<file path="src/rtl/chime_clock_pkg.sv">
// Shared types and helpers for the hourly-chime clock.
// Assumes values passed to to_bcd are below 100.
package chime_clock_pkg;

    typedef enum logic {
        FLD_HOUR = 1'b0,
        FLD_MIN  = 1'b1
    } edit_field_e;

    typedef struct packed {
        logic [4:0] hh;
        logic [5:0] mm;
        logic [5:0] ss;
    } tod_t;

    // Split a binary value below 100 into {tens, ones} BCD digits.
    function automatic logic [7:0] to_bcd(input logic [6:0] v);
        logic [6:0] t;
        logic [6:0] o;
        t = v / 7'd10;
        o = v - t * 7'd10;
        return {t[3:0], o[3:0]};
    endfunction

endpackage

</file>
<file path="src/rtl/chime_tick_gen.sv">
// One-second tick generator. A counter toggles a phase bit every HALF_COUNT
// cycles, and a one-cycle tick is issued on every second toggle, so the tick
// period is 2*HALF_COUNT cycles. Assumes HALF_COUNT >= 2.
module chime_tick_gen #(
    parameter int HALF_COUNT = 6_000_000
) (
    input  logic clk,
    input  logic rst_n,
    output logic tick
);
    localparam int CW = (HALF_COUNT > 1) ? $clog2(HALF_COUNT) : 1;
    localparam logic [CW-1:0] LAST = CW'(HALF_COUNT - 1);

    logic [CW-1:0] cnt;
    logic          phase;

    // Count half periods, flip the phase bit and pulse once per full period.
    always_ff @(posedge clk) begin
        if (!rst_n) begin
            cnt   <= '0;
            phase <= 1'b0;
            tick  <= 1'b0;
        end else if (cnt == LAST) begin
            cnt   <= '0;
            phase <= ~phase;
            tick  <= phase;
        end else begin
            cnt   <= cnt + 1'b1;
            tick  <= 1'b0;
        end
    end

endmodule

</file>
<file path="src/rtl/chime_btn_filter.sv">
// Debounce filter for one raw button. The input is synchronised through two
// flops. The filtered level follows the input only after it has differed from
// the filtered level for STABLE_CYCLES consecutive cycles. A rising filtered
// level gives a one-cycle press pulse. Assumes STABLE_CYCLES >= 2.
module chime_btn_filter #(
    parameter int STABLE_CYCLES = 240_000
) (
    input  logic clk,
    input  logic rst_n,
    input  logic raw,
    output logic press
);
    localparam int CW = $clog2(STABLE_CYCLES + 1);
    localparam logic [CW-1:0] LAST = CW'(STABLE_CYCLES - 1);

    logic [1:0]    sync;
    logic          level;
    logic [CW-1:0] cnt;

    // Bring the asynchronous button into the clock domain.
    always_ff @(posedge clk) begin
        if (!rst_n) sync <= 2'b00;
        else        sync <= {sync[0], raw};
    end

    // Accept a new level once it has held long enough; flag rising edges.
    always_ff @(posedge clk) begin
        if (!rst_n) begin
            level <= 1'b0;
            cnt   <= '0;
            press <= 1'b0;
        end else if (sync[1] == level) begin
            cnt   <= '0;
            press <= 1'b0;
        end else if (cnt == LAST) begin
            cnt   <= '0;
            level <= sync[1];
            press <= sync[1];
        end else begin
            cnt   <= cnt + 1'b1;
            press <= 1'b0;
        end
    end

endmodule

</file>
<file path="src/rtl/chime_tod_core.sv">
// Time-of-day counter with edit handling and the hour event. Edit events take
// priority over the tick in the same cycle, so that tick is dropped. Only a
// tick-driven rollover into minute 00 raises the chime.
module chime_tod_core
    import chime_clock_pkg::*;
(
    input  logic   clk,
    input  logic   rst_n,
    input  logic   tick,
    input  logic   ev_mode,
    input  logic   ev_inc,
    input  logic   ev_dec,
    input  logic   ev_confirm,
    output tod_t   tod,
    output logic   chime
);
    localparam logic [4:0] HH_MAX = 5'd23;
    localparam logic [5:0] MS_MAX = 6'd59;

    edit_field_e field;

    // Apply edits first, otherwise advance on the tick and flag a new hour.
    always_ff @(posedge clk) begin
        if (!rst_n) begin
            tod   <= '0;
            field <= FLD_HOUR;
            chime <= 1'b0;
        end else begin
            chime <= 1'b0;
            if (ev_mode) begin
                field <= (field == FLD_HOUR) ? FLD_MIN : FLD_HOUR;
            end else if (ev_inc) begin
                if (field == FLD_HOUR) tod.hh <= (tod.hh == HH_MAX) ? 5'd0 : tod.hh + 5'd1;
                else                   tod.mm <= (tod.mm == MS_MAX) ? 6'd0 : tod.mm + 6'd1;
            end else if (ev_dec) begin
                if (field == FLD_HOUR) tod.hh <= (tod.hh == 5'd0) ? HH_MAX : tod.hh - 5'd1;
                else                   tod.mm <= (tod.mm == 6'd0) ? MS_MAX : tod.mm - 6'd1;
            end else if (ev_confirm) begin
                tod.ss <= 6'd0;
            end else if (tick) begin
                if (tod.ss != MS_MAX) begin
                    tod.ss <= tod.ss + 6'd1;
                end else begin
                    tod.ss <= 6'd0;
                    if (tod.mm != MS_MAX) begin
                        tod.mm <= tod.mm + 6'd1;
                    end else begin
                        tod.mm <= 6'd0;
                        tod.hh <= (tod.hh == HH_MAX) ? 5'd0 : tod.hh + 5'd1;
                        chime  <= 1'b1;
                    end
                end
            end
        end
    end

endmodule

</file>
<file path="src/rtl/chime_display_hold.sv">
// Display snapshot register. It copies the running hours and minutes as BCD
// every cycle while freeze is low and holds the last copy while freeze is high.
module chime_display_hold
    import chime_clock_pkg::*;
(
    input  logic       clk,
    input  logic       rst_n,
    input  logic       freeze,
    input  tod_t       tod,
    output logic [7:0] hour_bcd,
    output logic [7:0] min_bcd
);
    // Refresh the shown digits unless the display is frozen.
    always_ff @(posedge clk) begin
        if (!rst_n) begin
            hour_bcd <= 8'h00;
            min_bcd  <= 8'h00;
        end else if (!freeze) begin
            hour_bcd <= to_bcd({2'b00, tod.hh});
            min_bcd  <= to_bcd({1'b0, tod.mm});
        end
    end

endmodule

</file>
<file path="src/rtl/hour_chime_clock.sv">
// Top level: settable clock with an hourly chime. Four debounced buttons edit
// the time, a divided tick runs it, and a freezable snapshot drives the BCD
// digit outputs. Assumes all button inputs are raw and active high.
module hour_chime_clock
    import chime_clock_pkg::*;
#(
    parameter int TICK_HALF       = 6_000_000,
    parameter int DEBOUNCE_CYCLES = 240_000
) (
    input  logic       clk,
    input  logic       rst_n,
    input  logic       btn_mode,
    input  logic       btn_inc,
    input  logic       btn_dec,
    input  logic       btn_confirm,
    input  logic       freeze,
    output logic [3:0] hour_tens,
    output logic [3:0] hour_ones,
    output logic [3:0] min_tens,
    output logic [3:0] min_ones,
    output logic       chime
);
    localparam int NUM_BTN = 4;

    logic [NUM_BTN-1:0] btn_raw;
    logic [NUM_BTN-1:0] btn_ev;
    logic               sec_tick;
    tod_t               tod_now;
    logic [7:0]         hour_bcd;
    logic [7:0]         min_bcd;

    assign btn_raw = {btn_confirm, btn_dec, btn_inc, btn_mode};

    chime_tick_gen #(.HALF_COUNT(TICK_HALF)) u_tick (
        .clk   (clk),
        .rst_n (rst_n),
        .tick  (sec_tick)
    );

    for (genvar b = 0; b < NUM_BTN; b++) begin : g_btn
        chime_btn_filter #(.STABLE_CYCLES(DEBOUNCE_CYCLES)) u_filt (
            .clk   (clk),
            .rst_n (rst_n),
            .raw   (btn_raw[b]),
            .press (btn_ev[b])
        );
    end

    chime_tod_core u_core (
        .clk        (clk),
        .rst_n      (rst_n),
        .tick       (sec_tick),
        .ev_mode    (btn_ev[0]),
        .ev_inc     (btn_ev[1]),
        .ev_dec     (btn_ev[2]),
        .ev_confirm (btn_ev[3]),
        .tod        (tod_now),
        .chime      (chime)
    );

    chime_display_hold u_disp (
        .clk      (clk),
        .rst_n    (rst_n),
        .freeze   (freeze),
        .tod      (tod_now),
        .hour_bcd (hour_bcd),
        .min_bcd  (min_bcd)
    );

    assign hour_tens = hour_bcd[7:4];
    assign hour_ones = hour_bcd[3:0];
    assign min_tens  = min_bcd[7:4];
    assign min_ones  = min_bcd[3:0];

endmodule

</file>
<file path="config.mk">
export PLATFORM = sky130hd
export DESIGN_NAME = hour_chime_clock
export DESIGN_NICKNAME = d
export VERILOG_FILES = /design/src/rtl/chime_clock_pkg.sv /design/src/rtl/chime_tick_gen.sv /design/src/rtl/chime_btn_filter.sv /design/src/rtl/chime_tod_core.sv /design/src/rtl/chime_display_hold.sv /design/src/rtl/hour_chime_clock.sv
export SDC_FILE = /design/constraint.sdc
export NUM_CORES = 1
export LEC_CHECK = 0
export ABC_AREA = 1
export BUFFER_PORTS_ARGS = -buffer_cell sky130_fd_sc_hd__buf_2
export CAP_MARGIN = 25
export CORE_UTILIZATION = 50
export DETAILED_ROUTE_END_ITERATION = 16
export PLACE_DENSITY = 0.66
export SKIP_LAST_GASP = 1
export SLEW_MARGIN = 20
export SYNTH_ARGS = -nofsm -noshare
export SYNTH_HDL_FRONTEND = slang
export SYNTH_SLANG_ARGS = --single-unit
</file>
<file path="constraint.sdc">
create_clock -name clk -period 8.7 [get_ports clk]
set_clock_uncertainty 0.15 [all_clocks]
set_input_delay 0.435 -clock clk [delete_from_list [all_inputs] [get_ports clk]]
set_output_delay 0.435 -clock clk [all_outputs]
set_load 0.01 [all_outputs]
</file>
=== After elaboration in Yosys (flattened, before gate mapping) ===
Index checks and enable logic that the tools add are counted.

* Flip-flop bits (word level): 148
* Output and inout port bits: 17
* Word-level logic and storage cells: 117

* $add $sub $neg: 12
* Multipliers: 2
* Divide/modulo/power cells: 2
* Equality and inequality tests: 20
* Muxes and demuxes: 19
* Bitwise logic cells: 14
* Reduce and logical (&&, ||, !) cells: 22

{| class="wikitable"
|+ Operators with widths
! cell !! count
|-
| adder 18 x 1 -> 18 bit (second input constant) || 4
|-
| equality test 18 bit (second input constant) || 4
|-
| two-way mux 11 bit || 4
|-
| two-way mux 6 bit || 7
|-
| two-way mux 5 bit || 5
|-
| OR reduction 3 bit || 8
|-
| adder 23 x 1 -> 23 bit (second input constant) || 1
|-
| equality test 23 bit (second input constant) || 1
|-
| two-way mux 17 bit || 1
|-
| multiplier 7 x 3 -> 3 bit (second input constant) || 2
|-
| NOT 1 bit || 14
|-
| adder 6 x 1 -> 6 bit (second input constant) || 2
|-
| inequality test 6 bit (second input constant) || 2
|-
| AND reduction 2 bit || 5
|-
| inequality test 3 bit (second input constant) || 3
|-
| subtractor 4 bit || 2
|-
| divider 5 x 4 -> 7 bit (second input constant) || 1
|-
| divider 6 x 4 -> 7 bit (second input constant) || 1
|-
| AND reduction 7 bit || 1
|-
| OR reduction 7 bit || 1
|-
| equality test 6 bit (second input constant) || 1
|-
| logical NOT 6 bit || 1
|-
| AND reduction 6 bit || 1
|-
| subtractor 6 x 1 -> 6 bit (second input constant) || 1
|-
| 12 further kinds || 18
|}

=== Longest topological paths before layout ===
Gate-level depths: netlist of run 1.

* Word-level depth: 8
* Gate-level depth with buffers: 21

=== By module ===
Synthesis of run 1 repeated with hierarchy kept, for this count alone.

* Cells, all modules: 1,167
* Area total of the unflattened synthesis: 7,918.8 um^2

{| class="wikitable"
|+ Modules (own cells, without submodules)
! module !! times used !! cells each !! area an instance (um^2) !! sequential area each (um^2)
|-
| chime_btn_filter || 4 || 160 || 1,088.5 || 440.4
|-
| chime_tick_gen || 1 || 195 || 1,355.0 || 500.5
|-
| chime_tod_core || 1 || 205 || 1,341.3 || 380.4
|-
| chime_display_hold || 1 || 127 || 868.3 || 260.2
|}

=== Worst setup path after synthesis of run 1 ===
No wires, ideal clock.

* Path type: flip-flop to flip-flop
* From: reg u_core.tod[14] (netlist name)
* To: reg u_disp.hour_bcd[3]
* Library setup time: 0.129 ns
* Arrival time: 2.768 ns
* Data required time: 8.421 ns
* Path slack: 5.653 ns
* Stages on the path, launching flop included: 21
* Path buffers: 0
* Clock period less this slack: 3.047 ns
* Cell sequence: dfxtp_1 > inv_1 > ha_1 > inv_1 > ha_1 > inv_1 > o21ai_0 > inv_1 > ha_1 > nand2_1 > nand2_1 > nand4_1 > nand2_1 > inv_1 > ha_1 > inv_1 > fa_1 > xor2_1 > nand3b_1 > nand2_1 > a21oi_1

* Cells in the longest elaborated chain, start to end: 3

{| class="wikitable"
|+ RTL lines
! what !! line !! RTL
|-
| divider 5 x 4 -> 7 bit || chime_clock_pkg.sv:20 || <nowiki>t = v / 7'd10;</nowiki>
|-
| multiplier 7 x 3 -> 3 bit || chime_clock_pkg.sv:21 || <nowiki>o = v - t * 7'd10;</nowiki>
|-
| subtractor 4 bit (*) || chime_clock_pkg.sv:21 ||
|-
| to (signal assigned) || chime_display_hold.sv:19 || <nowiki>hour_bcd <= to_bcd({2'b00, tod.hh});</nowiki>
|-
| to (decl) || chime_display_hold.sv:10 || <nowiki>output logic [7:0] hour_bcd,</nowiki>
|}

Mark *: on every way between the ends. The rest lies on a longest branch, timed or not.
A chain may end at the register's enable or synchronous reset.

=== Final worst setup path of run 1 ===
* From: reg u_core.tod[14] (netlist name)
* To: reg u_disp.hour_bcd[3]

* Cells in the longest elaborated chain, start to end: 3

{| class="wikitable"
|+ RTL lines
! what !! line
|-
| divider 5 x 4 -> 7 bit || chime_clock_pkg.sv:20
|-
| multiplier 7 x 3 -> 3 bit || chime_clock_pkg.sv:21
|-
| subtractor 4 bit (*) || chime_clock_pkg.sv:21
|}

Marked as above.

==> impl_metrics.yaml, run 1 <==
timing:
  setup_tns_ns: 0
  worst_pin_slew_ns: 0.813
  hold_violations: 0
  post-route-min-period_ns: 3.38
  rsz0062_at_grt: "no"
  max_freq_mhz: 296
  fin_hold_ws_ns: 0.0559
  period_share: 0.389
  drv_slew: 0
  maxSlewHeadroom: 0.458
  setup_ws_ns: 5.32
  final-setup-viol-count: 0
synthesis:
  ys_types: 41
  yosysSeqAreaShare: 0.399
  synth_area_mm2: 0.00727
  syn_inst: 1009
  synth-edff-count: 0
  synth_top_area_cell: "dfxtp_1"
  ys_ff_latch: 145
  post-synth-top-count-cell: "nand2_1"
  ys_warn_count: 0
  yosys_most_used_dff: "dfxtp_1"
  synth_top_area_frac: 0.399
  ys_top_cells_by_count: "nand2_1 (185), nor2_1 (158), dfxtp_1 (145), inv_1 (129), nand3_1 (67)"
  ys_async_sr_fraction: 0
  synth_area_leaders: "dfxtp_1 (40%), nand2_1 (9.6%), nor2_1 (8.2%), inv_1 (6.7%), xor2_1 (4.9%)"
  syn_area_per_cell_um2: 7.20
detailed_routing:
  vias: 6073
  routed_via_density: 4.97
  drt-pass1-iter-count: 5
  antenna_left: 0
  wirelength_mm: 13.3
  drtIter0Drc: 364
  avgRoutedWirePerCell_um: 10.9
  drcViolationCount: 0
die:
  die_area_mm2: 0.0150
  die_h_um: 123
  ios: 24
  fp.coreArea_mm2: 0.0140
  num_rows: 43
  initial_core_util: 0.518
  die_w_um: 123
power_and_ir_drop:
  power_frac_clock: 0.496
  swShare: 0.206
  internal-power_mw: 1.11
  p_sw_mw: 0.286
  p_per_area_mw_per_mm2: 173
  power_frac_seq: 0.485
  pwr-share-comb: 0.020
  ir_drop_uv: 140
  power.total_mw: 1.39
  p_leak_nw: 3.10
worst_setup_path:
  worstSetupStartpointType: "register"
  startpoint: "u_core.tod[14]"
  endpoint: "u_disp.hour_bcd[3]"
  regToRegSetupSlack_ns: 5.32
  worstRegToRegCells: 20
  cp.arrival_ns: 3.51
  critPathMaxFanout: 10
  worst-endpoint-required_ns: 8.83
  reg2reg_from: "u_core.tod[14]"
  critPathCaptureType: "register"
  r2r_end: "u_disp.hour_bcd[3]"
  criticalPathCategory: "reg2reg"
place:
  placedInstanceArea_mm2: 0.00748
  post-place-ws_ns: 5.34
  place_inst: 1191
  gp_congestion: 0.860
  portBuffers: 20
  hpwl_mm: 9.57
global_route:
  grt_busiest_layer: "met2"
  grt.met1_usage: 0.246
  grt_use_met2: 0.313
  grt_max_degree: 44
  grt_pass1_wl_mm: 23.3
  grt_use_met3: 0.0507
  grt-ovfl-total: 0
  antenna_found_initial: 0
  grt_pass1_vias: 5434
  track_usage: 0.192
final_layout:
  n_fill_cell: 1305
  final_nets: 1061
  instances_no_fill: 1221
  fin_util: 0.572
  synthToLayoutAreaGrowth_pct: 10.6
  diodes: 0
  fin_area_mm2: 0.00804
  drive_above_1_share: 0.0711
clock_network:
  cts_buffers: 17
  cts-hold-fix-buffers: 0
  clk_pin_slew_ns: 0.05
  cts_tree: "built"
  cts.path.max_buffers: 2
  postCtsSetupRepairBufs: 0
  cts_sinks: 145
  cts_htree_levels: 4
  cts_resized: 0
  cts_root_buf: "clkbuf_16"
  clk_latency_ns: 0.42
outcome:
  status: "finished clean"
flow_run:
  drv_cap: 0
worst_hold_path:
  holdCritPathClass: "in2reg"
## power groups by stage
stage	logic (mW)	clock network, mW	registers, mW
3_5_place_dp	0.0277	0	0.689
4_1_cts	0.0279	0.712	0.674
2_1_floorplan	0.0199	0	0.690
5_1_grt	0.0318	0.740	0.675
6_report	0.0272	0.690	0.675
3_3_place_gp	0.0276	0	0.689
## state kept, by name, summed over array words and instances, names as in the netlist, 4 cells and up
register	count
g_btn.u_filt.cnt	72
g_btn.u_filt.press	4
u_core.tod	17
g_btn.u_filt.sync	8
g_btn.u_filt.level	4
u_tick.cnt	23
u_disp.min_bcd	7
u_disp.hour_bcd	6
## critical path, cell delays in order (launching register included)
cell and delay, ns:
dfxtp_1 0.57, inv_1 0.13, ha_1 0.25, inv_1 0.06, ha_1 0.14, inv_1 0.05
o21ai_0 0.10, inv_1 0.13, ha_1 0.29, nand2_1 0.09, nand2_1 0.05, nand4_1 0.10
nand2_1 0.09, inv_1 0.06, ha_1 0.14, inv_1 0.05, fa_1 0.37, xor2_1 0.16
nand3b_1 0.16, nand2_1 0.07, a21oi_1 0.05
## layout make-up
type	instances	area [µm²]	area share
multi-input cells	716	3760	0.468
flip-flops and latches	145	2900	0.361
clock buffers	21	450	0.0560
repair buffers	20	100	0.0125
well taps	180	225	0.0280
inverters	130	488	0.0607
clock inverters	9	111	0.0139
## worst min path at each step
stage / from / to / slack (ns) / depth (start not counted)
after floorplan: g_btn[0].u_filt.sync[0] / g_btn[0].u_filt.sync[1] / 0.24 / 2
after global placement: g_btn[2].u_filt.sync[0] / g_btn[2].u_filt.sync[1] / 0.24 / 2
after detailed placement: g_btn[2].u_filt.sync[0] / g_btn[2].u_filt.sync[1] / 0.25 / 2
after CTS: btn_mode / g_btn[0].u_filt.sync[0] / 0.04 / 3
after global routing: btn_mode / g_btn[0].u_filt.sync[0] / 0.06 / 3
final: btn_mode / g_btn[0].u_filt.sync[0] / 0.06 / 3
## kinds of logic (layout without fill, tap and decap cells)
family / after synthesis / in the layout / synth area share
flip-flops: 145 / 145 / 0.399
adder cells (fa/ha/maj): 24 / 24 / 0.0434
AND/OR/NAND/NOR: 535 / 535 / 0.338
AO/OA/AOI/OAI: 104 / 104 / 0.0739
other: 1 / 3 / 0.000516
buffers and inverters: 150 / 180 / 0.0842
XOR/XNOR: 50 / 50 / 0.0603
## layout by cell type (no fill, tap or decap), types with 22 or more instances in the layout
master / netlist / routed
nand2_1: 185 / 185
nor2_1: 158 / 158
dfxtp_1: 145 / 145
inv_1: 129 / 129
nand3_1: 67 / 67
a21oi_1: 52 / 52
nor3_1: 44 / 44
o21ai_0: 43 / 43
xor2_1: 41 / 41
nand4_1: 26 / 26
ha_1: 22 / 22
## metal layers
metal  vias to the layer above  part of all wire
li1                       3288                 -
met1                      2697              0.52
met2                        74              0.44
met3                        14             0.027
met4                         0             0.010
met5                         -                 0
Note: power is estimated with default switching activity, not from simulation.
==> run 2: changes to the inputs <==
--- a/config.mk
+++ b/config.mk
@@ -5,12 +5,12 @@
 export SDC_FILE = /design/constraint.sdc
 export NUM_CORES = 1
 export LEC_CHECK = 0
-export ABC_AREA = 1
+export ABC_AREA = 0
 export BUFFER_PORTS_ARGS = -buffer_cell sky130_fd_sc_hd__buf_2
 export CAP_MARGIN = 25
 export CORE_UTILIZATION = 50
 export DETAILED_ROUTE_END_ITERATION = 16
-export PLACE_DENSITY = 0.66
+export PLACE_DENSITY = 0.69
 export SKIP_LAST_GASP = 1
 export SLEW_MARGIN = 20
 export SYNTH_ARGS = -nofsm -noshare
==> constraint.sdc (replaced) <==
create_clock -name clk -period 3.1 [get_ports clk]
set_clock_uncertainty 0.15 [all_clocks]
set_input_delay 0.155 -clock clk [delete_from_list [all_inputs] [get_ports clk]]
set_output_delay 0.155 -clock clk [all_outputs]
set_load 0.01 [all_outputs]
==> run 2 against run 1 <==
Cell area down 3.8%. Critical endpoint unchanged. Core utilization up 0.91 points. Sequential power rose to 2.8 times the previous value. Setup slack worse by 5.1 ns. Via count down 9.3%.
==> impl_metrics.yaml, run 2 <==
final_layout:
  instances_no_fill: 1010
  final_nets: 852
  drive_above_1_share: 0.0947
  biggestRegsByFlops: "g_btn.u_filt.cnt (72), u_tick.cnt (23), u_core.tod (17)"
  diodes: 0
  mostFrequentLayoutCells: "dfxtp_1 (144), nor2_1 (142), nand2_1 (59), xnor2_1 (51), xor2_1 (44)"
  largest_reg_flops: 72
  layout_commonest_cell: "dfxtp_1"
  regMostFlops: "g_btn.u_filt.cnt"
  fin_util: 0.581
  synthToLayoutAreaGrowth_pct: 13.1
flow_run:
  drv_cap: 0
timing:
  fin_hold_ws_ns: 0.0583
  maxSlewHeadroom: 0.442
  rsz0062_at_grt: "no"
  max_freq_mhz: 348
  final-setup-viol-count: 0
  period_share: 0.927
  drv_slew: 0
  hold_violations: 0
  post-route-min-period_ns: 2.87
  setup_tns_ns: 0
  worst_pin_slew_ns: 0.836
worst_hold_path:
  holdCritPathClass: "in2reg"
  hold_depth: 3
  hold_path_end: "u_disp.hour_bcd[5]"
  holdCritStartpoint: "freeze"
power_and_ir_drop:
  p_sw_mw: 0.832
  p_leak_nw: 2.67
  swShare: 0.211
  internal-power_mw: 3.10
  ir_drop_uv: 450
  p_per_area_mw_per_mm2: 509
  power_frac_clock: 0.507
  power_frac_seq: 0.479
  pwr-share-comb: 0.015
  power.total_mw: 3.93
detailed_routing:
  antenna_left: 0
  vias: 5511
  wirelength_mm: 13.3
  drtIter0Drc: 367
  drt-pass1-iter-count: 5
  routed_via_density: 5.46
  drcViolationCount: 0
  avgRoutedWirePerCell_um: 13.2
clock_network:
  clk_pin_slew_ns: 0.06
  cts_buffers: 17
  postCtsSetupRepairBufs: 0
  cts.path.max_buffers: 2
  cts_tree: "built"
  cts_sinks: 145
  cts_root_buf: "clkbuf_16"
  cts_htree_levels: 4
  clk_latency_ns: 0.43
global_route:
  grt_pass1_wl_mm: 22.9
  grt_pass1_vias: 5198
  grt-ovfl-total: 0
  track_usage: 0.198
  grt_max_degree: 29
  antenna_found_initial: 0
worst_setup_path:
  critPathCaptureType: "register"
  cp.arrival_ns: 3.02
  worstRegToRegCells: 15
  criticalPathCategory: "reg2reg"
  regToRegSetupSlack_ns: 0.23
  reg2reg_from: "u_core.tod[15]"
  critPathMaxFanout: 4
  r2r_end: "u_disp.hour_bcd[3]"
  worst-endpoint-required_ns: 3.25
  worstSetupStartpointType: "register"
die:
  fp.coreArea_mm2: 0.0133
  initial_core_util: 0.514
  num_rows: 42
  die_w_um: 119
  die_h_um: 119
  die_area_mm2: 0.0141
  ios: 24
synthesis:
  yosys_most_used_dff: "dfxtp_1"
  ys_ff_latch: 145
  synth_area_leaders: "dfxtp_1 (42%), nor2_1 (7.8%), xnor2_1 (6.5%), xor2_1 (5.6%), ha_1 (4.0%)"
  ys_warn_count: 0
  ys_async_sr_fraction: 0
  synth_area_mm2: 0.00684
  ys_top_cells_by_count: "dfxtp_1 (145), nor2_1 (142), nand2_1 (59), xnor2_1 (51), xor2_1 (44)"
  yosysSeqAreaShare: 0.425
  synth_top_area_frac: 0.425
  synth-edff-count: 0
  syn_area_per_cell_um2: 8.60
  synth_top_area_cell: "dfxtp_1"
  post-synth-top-count-cell: "dfxtp_1"
  syn_inst: 795
  ys_types: 64
place:
  portBuffers: 20
  gp_congestion: 0.864
  place_inst: 974
  hpwl_mm: 9.09
outcome:
  status: "finished clean"
## run 2: worst max-delay path by stage
stage                    from            endpoint  slack, ns
3_5_place_dp   u_core.tod[14]  u_disp.hour_bcd[3]       0.14
3_3_place_gp   u_core.tod[14]  u_disp.hour_bcd[2]       0.29
5_1_grt        u_core.tod[13]  u_disp.hour_bcd[3]       0.01
6_report       u_core.tod[15]  u_disp.hour_bcd[3]       0.23
2_1_floorplan   u_core.tod[8]   u_disp.min_bcd[2]       0.06
4_1_cts        u_core.tod[14]  u_disp.hour_bcd[3]       0.11
## run 2: through the flow
stage	worst slack (ns)	instance area [µm²]
2_1_floorplan	0.0630	6850
3_3_place_gp	0.289	7100
3_5_place_dp	0.139	7100
4_1_cts	0.113	7720
5_1_grt	0.0127	7730
6_report	0.226	7730
## run 2: power by group through the flow
stage	clock network, mW	registers [mW]	logic (mW)
3_5_place_dp	0	1.92	0.0545
3_3_place_gp	0	1.92	0.0527
5_1_grt	2.12	1.88	0.0643
4_1_cts	2.03	1.88	0.0584
2_1_floorplan	0	1.92	0.0440
6_report	1.99	1.88	0.0573
## run 2: kinds of logic (layout without fill, tap and decap cells)
kind of cell / count (synthesis) / after routing / synth area share
compound gates: 84 / 84 / 0.0796
xor+xnor: 95 / 95 / 0.122
fa+ha+maj: 24 / 24 / 0.0461
buf+inv: 56 / 93 / 0.0372
flops: 145 / 145 / 0.425
mux: 10 / 10 / 0.0146
other cells: 1 / 3 / 0.000549
simple gates: 380 / 380 / 0.275
## run 2: what timing repair did
| item | CTS | global route |
|---|---|---|
| hold endpoints to repair | 4 | 0 |
| hold buffers | 4 | 0 |
| gates resized for setup | 0 | 5 |
| setup endpoints to repair | 0 | 1 |
## run 2: per-layer routing
metal  global-route usage  routed length, µm  vias to the layer above
li1                     -                  -                     2783
met1                0.245               6300                     2618
met2                0.334               6460                       92
met3               0.0431                383                       18
met4               0.0815                197                        0
met5                    0                  0                        -
## run 2: layout make-up
type | instances | area, µm²
fillers | 1176 | 5560
multi-input cells | 596 | 3700
flip-flops and latches | 145 | 2900
clock buffers | 20 | 447
repair buffers | 36 | 230
well taps | 176 | 220
clock inverters | 12 | 134
inverters | 25 | 93.8
## run 2: worst max-delay path: stages (launching register included)
cell,delay (ns)
dfxtp_1,0.31
inv_1,0.09
ha_2,0.21
inv_1,0.05
ha_2,0.19
a31oi_2,0.18
ha_1,0.28
a21oi_1,0.14
o32ai_1,0.11
inv_1,0.07
ha_1,0.14
inv_1,0.05
fa_1,0.37
xor2_1,0.19
xnor2_1,0.14
a21oi_1,0.08
